$ cat src/rtl/adc_port_pkg.sv
package adc_port_pkg;
  // Bit of the configuration word that enables the echo after the result.
  localparam int RB_BIT = 0;

  function automatic int ctr_width(input int max_val);
    return (max_val > 1) ? $clog2(max_val + 1) : 1;
  endfunction
endpackage

$ cat src/rtl/adc_input_stage.sv
module adc_input_stage (
  input  logic clk,
  input  logic rst,
  input  logic cnv,
  input  logic sck,
  input  logic din,
  output logic cnv_low,
  output logic cnv_rise,
  output logic cnv_fall,
  output logic sck_rise,
  output logic sck_fall,
  output logic din_s
);
  logic cnv_q, cnv_d, sck_q, sck_d, din_q;

  always_ff @(posedge clk) begin
    if (rst) begin
      cnv_q <= 1'b0;
      cnv_d <= 1'b0;
      sck_q <= 1'b0;
      sck_d <= 1'b0;
      din_q <= 1'b0;
    end else begin
      cnv_q <= cnv;
      cnv_d <= cnv_q;
      sck_q <= sck;
      sck_d <= sck_q;
      din_q <= din;
    end
  end

  assign cnv_low  = ~cnv_q;
  assign cnv_rise = cnv_q & ~cnv_d;
  assign cnv_fall = ~cnv_q & cnv_d;
  assign sck_rise = sck_q & ~sck_d;
  assign sck_fall = ~sck_q & sck_d;
  assign din_s    = din_q;
endmodule

$ cat src/rtl/adc_conv_timer.sv
module adc_conv_timer #(
  parameter int CONV_CYCLES = 60,
  parameter int RES_W       = 16,
  parameter int CFG_W       = 14,
  parameter logic [CFG_W-1:0] CFG_DEFAULT = '0,
  localparam int CW = adc_port_pkg::ctr_width(CONV_CYCLES - 1)
) (
  input  logic             clk,
  input  logic             rst,
  input  logic             start,
  input  logic [RES_W-1:0] sample_in,
  input  logic [CFG_W-1:0] cfg_new,
  output logic             busy,
  output logic [CW-1:0]    cnt,
  output logic [RES_W-1:0] result,
  output logic [CFG_W-1:0] res_cfg
);
  // Configuration in force for the conversion that is running.
  logic [CFG_W-1:0] cfg_conv;

  always_ff @(posedge clk) begin
    if (rst) begin
      busy     <= 1'b0;
      cnt      <= '0;
      result   <= '0;
      cfg_conv <= CFG_DEFAULT;
      res_cfg  <= CFG_DEFAULT;
    end else if (start && !busy) begin
      busy     <= 1'b1;
      cnt      <= CW'(CONV_CYCLES - 1);
      cfg_conv <= cfg_new;
    end else if (busy) begin
      if (cnt == '0) begin
        busy    <= 1'b0;
        result  <= sample_in;
        res_cfg <= cfg_conv;
      end else begin
        cnt <= cnt - CW'(1);
      end
    end
  end
endmodule

$ cat src/rtl/adc_cfg_capture.sv
module adc_cfg_capture #(
  parameter int CFG_W = 14,
  parameter logic [CFG_W-1:0] CFG_DEFAULT = '0,
  localparam int NW = adc_port_pkg::ctr_width(CFG_W)
) (
  input  logic             clk,
  input  logic             rst,
  input  logic             cnv_low,
  input  logic             cnv_rise,
  input  logic             cnv_fall,
  input  logic             sck_rise,
  input  logic             din,
  output logic [CFG_W-1:0] cfg_new
);
  logic [CFG_W-1:0] sr;
  logic [NW-1:0]    nbits;

  always_ff @(posedge clk) begin
    if (rst) begin
      sr      <= '0;
      nbits   <= '0;
      cfg_new <= CFG_DEFAULT;
    end else if (cnv_rise) begin
      if (nbits == NW'(CFG_W)) cfg_new <= sr;
      nbits <= '0;
    end else if (cnv_fall) begin
      nbits <= '0;
    end else if (cnv_low && sck_rise && nbits != NW'(CFG_W)) begin
      sr    <= {sr[CFG_W-2:0], din};
      nbits <= nbits + NW'(1);
    end
  end
endmodule

$ cat src/rtl/adc_sdo_shifter.sv
module adc_sdo_shifter #(
  parameter int RES_W  = 16,
  parameter int CFG_W  = 14,
  parameter int RB_BIT = 0,
  localparam int TOT = RES_W + CFG_W,
  localparam int CW  = adc_port_pkg::ctr_width(TOT)
) (
  input  logic             clk,
  input  logic             rst,
  input  logic             load,
  input  logic             stop,
  input  logic             sck_fall,
  input  logic [RES_W-1:0] result,
  input  logic [CFG_W-1:0] res_cfg,
  output logic             sdo,
  output logic             sdo_oe,
  output logic [CW-1:0]    fall_cnt
);
  logic [TOT-1:0] sr;
  logic [CW-1:0]  limit;
  logic [CW-1:0]  nxt;

  always_comb nxt = fall_cnt + CW'(1);

  always_ff @(posedge clk) begin
    if (rst) begin
      sr       <= '0;
      sdo      <= 1'b0;
      sdo_oe   <= 1'b0;
      fall_cnt <= '0;
      limit    <= CW'(RES_W);
    end else if (stop) begin
      sdo      <= 1'b0;
      sdo_oe   <= 1'b0;
    end else if (load) begin
      sr       <= {result, res_cfg};
      sdo      <= result[RES_W-1];
      sdo_oe   <= 1'b1;
      fall_cnt <= '0;
      limit    <= res_cfg[RB_BIT] ? CW'(TOT) : CW'(RES_W);
    end else if (sdo_oe && sck_fall) begin
      fall_cnt <= nxt;
      if (nxt == limit) begin
        sdo    <= 1'b0;
        sdo_oe <= 1'b0;
      end else begin
        sr  <= {sr[TOT-2:0], 1'b0};
        sdo <= sr[TOT-2];
      end
    end
  end
endmodule

$ cat src/rtl/adc_port_slave.sv
module adc_port_slave #(
  parameter int CONV_CYCLES = 60,
  parameter int RES_W       = 16,
  parameter int CFG_W       = 14,
  parameter logic [CFG_W-1:0] CFG_DEFAULT = 14'h3C48,
  localparam int TOT = RES_W + CFG_W,
  localparam int CCW = adc_port_pkg::ctr_width(CONV_CYCLES - 1),
  localparam int FCW = adc_port_pkg::ctr_width(TOT)
) (
  input  logic             clk,
  input  logic             rst,
  input  logic             cnv,
  input  logic             sck,
  input  logic             din,
  input  logic [RES_W-1:0] sample_in,
  output logic             sdo,
  output logic             sdo_oe
);
  logic             cnv_low, cnv_rise, cnv_fall, sck_rise, sck_fall, din_s;
  logic             conv_busy;
  logic [CCW-1:0]   conv_cnt;
  logic [RES_W-1:0] result;
  logic [CFG_W-1:0] res_cfg, cfg_new;
  logic [FCW-1:0]   fall_cnt;

  adc_input_stage u_in (
    .clk(clk), .rst(rst), .cnv(cnv), .sck(sck), .din(din),
    .cnv_low(cnv_low), .cnv_rise(cnv_rise), .cnv_fall(cnv_fall),
    .sck_rise(sck_rise), .sck_fall(sck_fall), .din_s(din_s)
  );

  adc_cfg_capture #(.CFG_W(CFG_W), .CFG_DEFAULT(CFG_DEFAULT)) u_cfg (
    .clk(clk), .rst(rst), .cnv_low(cnv_low), .cnv_rise(cnv_rise),
    .cnv_fall(cnv_fall), .sck_rise(sck_rise), .din(din_s), .cfg_new(cfg_new)
  );

  adc_conv_timer #(
    .CONV_CYCLES(CONV_CYCLES), .RES_W(RES_W), .CFG_W(CFG_W), .CFG_DEFAULT(CFG_DEFAULT)
  ) u_conv (
    .clk(clk), .rst(rst), .start(cnv_rise), .sample_in(sample_in),
    .cfg_new(cfg_new), .busy(conv_busy), .cnt(conv_cnt),
    .result(result), .res_cfg(res_cfg)
  );

  adc_sdo_shifter #(.RES_W(RES_W), .CFG_W(CFG_W), .RB_BIT(adc_port_pkg::RB_BIT)) u_sdo (
    .clk(clk), .rst(rst), .load(cnv_fall && !conv_busy), .stop(cnv_rise),
    .sck_fall(sck_fall), .result(result), .res_cfg(res_cfg),
    .sdo(sdo), .sdo_oe(sdo_oe), .fall_cnt(fall_cnt)
  );
endmodule

$ cat config.mk
export PLATFORM = sky130hd
export DESIGN_NAME = adc_port_slave
export DESIGN_NICKNAME = d
export VERILOG_FILES = /design/src/rtl/adc_port_pkg.sv /design/src/rtl/adc_input_stage.sv /design/src/rtl/adc_conv_timer.sv /design/src/rtl/adc_cfg_capture.sv /design/src/rtl/adc_sdo_shifter.sv /design/src/rtl/adc_port_slave.sv
export SDC_FILE = /design/constraint.sdc
export NUM_CORES = 1
export LEC_CHECK = 0
export CAP_MARGIN = 20
export CELL_PAD_IN_SITES_DETAIL_PLACEMENT = 0
export CELL_PAD_IN_SITES_GLOBAL_PLACEMENT = 1
export CORE_UTILIZATION = 45
export DETAILED_ROUTE_END_ITERATION = 10
export PLACE_DENSITY_LB_ADDON = 0.1
export SLEW_MARGIN = 0
export SYNTH_ARGS = -nofsm -noshare
export SYNTH_HDL_FRONTEND = slang
export SYNTH_SLANG_ARGS = --single-unit
$ cat constraint.sdc
create_clock -name clk -period 4.85 [get_ports clk]
set_input_delay 0.485 -clock clk [delete_from_list [all_inputs] [get_ports clk]]
set_output_delay 0.485 -clock clk [all_outputs]
set_load 0.05 [all_outputs]
# After elaboration in Yosys (flattened, before gate mapping)
# Index checks and enable logic that the tools add are counted.
dict set report op_classes {
  mux 18
  n_eq_ne 5
  bitwise_logic 12
  n_addsub 3
  n_reduce_logical 22
}
# operator count
set ops {}
lappend ops {{$mux 29} 3}
lappend ops {{$mux 6} 3}
lappend ops {{$reduce_and 2->1} 6}
lappend ops {{$mux 5} 2}
lappend ops {{$mux 1} 9}
lappend ops {{$reduce_and 3->1} 3}
lappend ops {{$not 1->1} 8}
lappend ops {{$logic_not 6->1} 1}
lappend ops {{$reduce_bool 2->1} 3}
lappend ops {{$sub 6x1->6 const B} 1}
lappend ops {{$add 5x1->5 const B} 1}
lappend ops {{$eq 5x5->1} 1}
lappend ops {{$logic_and 1x1->1} 5}
lappend ops {{$add 4x1->4 const B} 1}
lappend ops {{$and 1x1->1} 4}
lappend ops {{$eq 4x4->1 const B} 1}
lappend ops {{$mux 4} 1}
lappend ops {{$ne 2x1->1 const B} 2}
lappend ops {{$ne 4x4->1 const B} 1}
lappend ops {{$reduce_or 2->1} 2}
lappend ops {{$reduce_or 3->1} 1}
lappend ops {{$logic_not 1->1} 1}
dict set report totals {
  in_bits 21
  register_bits 129
  elab_cells 79
}

# Logic depth before layout (Yosys ltp)
dict set report depth {
  ltp_word 5
  depth_mapped 10
  depth_no_buf 7
}

# Modules after synthesis
# A second synthesis with hierarchy kept.
dict set report hier_totals {
  cells_unflattened 606
  area_unflattened_um2 5656.7
}
# module cells_per_inst seq_area_each_um2 area_each_um2 n_inst
set by_module_without_submodules {}
lappend by_module_without_submodules {adc_conv_timer 235 1021.0 2157.1 1}
lappend by_module_without_submodules {adc_sdo_shifter 222 740.7 2052.0 1}
lappend by_module_without_submodules {adc_cfg_capture 133 640.6 1273.7 1}
lappend by_module_without_submodules {adc_input_stage 15 100.1 160.2 1}
lappend by_module_without_submodules {adc_port_slave 1 0.0 13.8 1}

# Least setup slack after synthesis
# No wires, ideal clock.
dict set report synth_timing {
  kind {register to register}
  startpoint {register u_sdo.fall_cnt[0]}
  endpoint {register u_sdo.sr[8]}
  setup_time_ns 0.131
  setup_slack_ns 2.738
  arrival_time_ns 1.982
  path_stages_with_launch 9
  t_required_ns 4.719
  period_less_slack_ns 2.112
  path_cell_list {dfxtp_1 -> ha_1 -> xnor2_1 -> or4_4 -> a211oi_2 -> buf_6 -> buf_6 -> a211o_1 -> a21oi_2}
}
dict set report synth_via {
  elab_chain_cells 4
}
# item line_no
set synth_rtl {}
lappend synth_rtl {{start, declared} adc_sdo_shifter.sv:17} ;# output logic [CW-1:0] fall_cnt
lappend synth_rtl {{start signal, assigned} adc_sdo_shifter.sv:42} ;# fall_cnt <= nxt;
lappend synth_rtl {{$add 5x1->5} adc_sdo_shifter.sv:23} ;# always_comb nxt = fall_cnt + CW'(1);
lappend synth_rtl {{$eq 5x5->1} adc_sdo_shifter.sv:43} ;# if (nxt == limit) begin
lappend synth_rtl {{$ne 2x1->1 (no source line)} -}
lappend synth_rtl {{$reduce_and 3->1 (no source line)} -}
lappend synth_rtl {{end signal, assigned} adc_sdo_shifter.sv:36} ;# sr <= {result, res_cfg};
lappend synth_rtl {{end signal, assigned} adc_sdo_shifter.sv:47} ;# sr <= {sr[TOT-2:0], 1'b0};
lappend synth_rtl {{end, declared} adc_sdo_shifter.sv:19} ;# logic [TOT-1:0] sr;
# Every way passes these cells.
# A chain may end at the register's enable or synchronous reset.

# Worst setup path in the final report
dict set report layout_timing {
  startpoint {register u_cfg.nbits[0]}
  endpoint {register u_cfg.sr[1]}
}
dict set report layout_via {
  elab_chain_cells 3
}
# item line_no
set layout_rtl {}
lappend layout_rtl {{start, declared} adc_cfg_capture.sv:16} ;# logic [NW-1:0] nbits;
lappend layout_rtl {{start signal, assigned} adc_cfg_capture.sv:30} ;# nbits <= nbits + NW'(1);
lappend layout_rtl {{$ne 4x4->1} adc_cfg_capture.sv:28} ;# end else if (cnv_low && sck_rise && nbits != NW'(CFG_W)) begin
lappend layout_rtl {{$logic_and 1x1->1} adc_cfg_capture.sv:28}
lappend layout_rtl {{$reduce_and 3->1 (no source line)} -}
lappend layout_rtl {{end signal, assigned} adc_cfg_capture.sv:29} ;# sr <= {sr[CFG_W-2:0], din};
lappend layout_rtl {{end, declared} adc_cfg_capture.sv:15} ;# logic [CFG_W-1:0] sr;
# Every way passes these cells.

==> reports/qor.yml <==
critical_path:
  r2r_start: "u_cfg.nbits[0]$_SDFFE_PP0P_"
  crit_type: "flop to flop"
  crit_path_start_kind: "flop"
  cp-startpoint: "u_cfg.nbits[0]$_SDFFE_PP0P_"
  critPathRequiredTime_ns: 5.19
  path_max_fanout: 14
  worstSetupEndpointType: "flop"
  arrival_ns: 2.95
yosys:
  ys_seq_elements: 125
  netlist_instances: 646
  ys_warn_count: 0
  synth_cell_types: 41
  synth_top_area_share_pct: 48.9
  yosys-top-cells-area: "dfxtp_1 (49%), nand2_1 (16%), a21oi_1 (9.2%)"
  syn_avg_cell_area_um2: 7.93
  syn_nets: 673
  syn_area_um2: 5120
  synth-seq-area-share_pct: 48.9
  synth_top_cell_by_area: "dfxtp_1"
sta:
  final_hold_viol_count: 0
  setup-violations-final: 0
  period_share_pct: 53.9
  tns_ns: 0
  rsz0062_at_grt: "no"
  finalClockSkew_ns: 0.00594
  period_needed_ns: 2.61
  worstMarginPinSlew_ns: 0.985
  fmax_ghz: 0.383
  slew_headroom_pct: 33.7
  drv_slew: 0
global_route:
  grt_max_degree: 66
  grt_pass1_vias: 3885
  antenna_found_initial: 0
  grt_pass1_wl_um: 17700
  grt_overflow: 0
  track_usage_pct: 19.2
outcome:
  status: "finished clean"
floorplan:
  die_area_um2: 11800
  placementRows: 38
  die_w_um: 109
  core-area_um2: 11000
  io_pins: 23
  initial_core_util_pct: 46.6
  die_h_um: 109
placement:
  place_area_um2: 5330
  routabilityCongestion: 0.689
  place_hpwl_um: 6060
  port_buffers: 22
final_layout:
  finalNetCount: 673
  num-fill-cells: 1057
  final_common_cell: "nand2_1"
  drive_above_1_share_pct: 6.69
  antenna_cells: 0
  syn_to_final_growth_pct: 16.7
  final_area_um2: 5980
  final_cell_mix: "nand2_1 (213), dfxtp_1 (125), a21oi_1 (94), a211o_1 (27)"
clocking:
  clk_pin_slew_worst_paths_ns: 0.05
  hold_buffers: 0
  clkSinkCount: 125
  cts_buffers: 17
  cts_resized: 0
  cts_tree: "built"
  h-tree-depth: 4
  insertion_delay_ns: 0.41
  cts_root_buf: "clkbuf_16"
  cts_buffer_depth: 2
  post-cts-setup-buffers: 0
job:
  cap_violations: 0
power:
  ir_drop_mv: 0.282
  p_leak_nw: 2.00
  p_per_area_nw_per_um2: 414
min_path:
  hold_class: "flop to flop"
  hold_start: "u_in.din_s$_SDFF_PP0_"
detailed_routing:
  avgRoutedWirePerCell_um: 12.8
  vias: 4104
  drcViolationCount: 0
  first_iter_violations: 196
  final_antenna_net_count: 0
  wl_um: 10200
  drt_pass1_iterations: 5
  avgViaCountPerCell: 5.14
worst max-delay path: stages, from the launching register on:
cell and delay (ns):
dfxtp_1 0.38, inv_1 0.06, ha_1 0.18, and3_1 0.19, nor4_1 0.75, and2_0 0.68
nand2_1 0.15, a21oi_1 0.14
stage by stage:
stage                     std cells  hold slack (ns)  total power [mW]  utilization (%)  setup slack [ns]
after floorplan                 646            0.417              1.17                -              2.74
after global placement          765            0.437              1.21             48.6              2.36
after detailed placement        765            0.435              1.21             48.6              2.27
after CTS                       796            0.446              2.50             54.0              2.21
after global routing            798            0.466              2.57             54.4              1.94
final                           798            0.443              2.47             54.4              2.24
kinds of logic (layout without fill, tap and decap cells):
logic type | Yosys count | in the layout | share of synthesized area [%]
AOI/OAI and AO/OA | 167 | 167 | 19.1
xor gates and xnor gates | 7 | 7 | 1.20
adders and majority gates | 6 | 6 | 1.47
buffers and inverters | 55 | 67 | 5.03
DFF | 125 | 125 | 48.9
muxes | 3 | 3 | 0.635
and+or+nand+nor | 283 | 283 | 23.7
layout make-up:
class / count / area, um^2 / area share (%)
sequential: 125 / 2500 / 41.9
multi-input combinational: 466 / 2370 / 39.7
clock buffer: 21 / 460 / 7.70
timing repair buffer: 30 / 305 / 5.11
tap: 140 / 175 / 2.93
clock inverter: 10 / 140 / 2.34
inverter: 6 / 22.5 / 0.377
synth_stat cells:
cell type,count
xor2_1,5
clkbuf_1,39
o41a_1,1
and2_0,2
and3_1,2
nor2_1,19
or4_4,1
and2_1,2
a31oi_1,2
o211ai_1,2
mux2i_1,1
nand3b_1,21
o21ai_1,19
nand4_1,1
nor3_1,4
a21o_1,1
a211o_1,27
or4_1,1
o21ai_0,15
mux2_2,2
nor2b_1,5
and4_1,1
a21oi_1,94
a21oi_2,1
buf_6,3
nand2_1,213
a211oi_2,1
buf_8,2
nand3_1,3
inv_1,6
a311oi_1,1
dfxtp_1,125
xnor2_1,2
or3_1,2
a211oi_1,2
buf_2,3
nand2b_1,4
ha_1,6
a22oi_1,1
clkbuf_2,2
nor4_1,2
worst paths after layout:
path	slack, ns	cells after the start	to
max	2.24	7	u_cfg.sr[1]$_SDFFE_PP0P_
min	0.44	2	u_cfg.sr[0]$_SDFFE_PP0P_
max reg2reg	2.24	7	u_cfg.sr[1]$_SDFFE_PP0P_
min reg2reg	0.44	2	u_cfg.sr[0]$_SDFFE_PP0P_
sequential cells by signal, summed over array words and instances, names as in the netlist:
signal	count
u_in.cnv_d	1
u_sdo.sdo_oe	1
u_sdo.sdo	1
u_sdo.limit	1
u_cfg.nbits	4
u_cfg.sr	14
u_conv.cnt	6
u_in.sck_d	1
u_conv.busy	1
u_in.sck_q	1
u_in.cnv_q	1
u_in.din_s	1
u_sdo.sr	29
u_conv.res_cfg	14
u_conv.result	16
u_cfg.cfg_new	14
u_conv.cfg_conv	14
u_sdo.fall_cnt	5
power breakdown:
group	internal (mW)	switching (mW)
registers	1.05	0.0164
logic	0.0498	0.0782
clock network	0.831	0.450
per-layer routing:
metal / wire length (um) / GRT usage (%) / vias to the layer above
met5: 0 / 0 / -
met4: 112 / 8.40 / 0
met3: 337 / 6.10 / 9
met2: 4530 / 30.7 / 47
met1: 5220 / 23.7 / 1880
li1: - / - / 2168
Power figures use the tool's default switching activity.
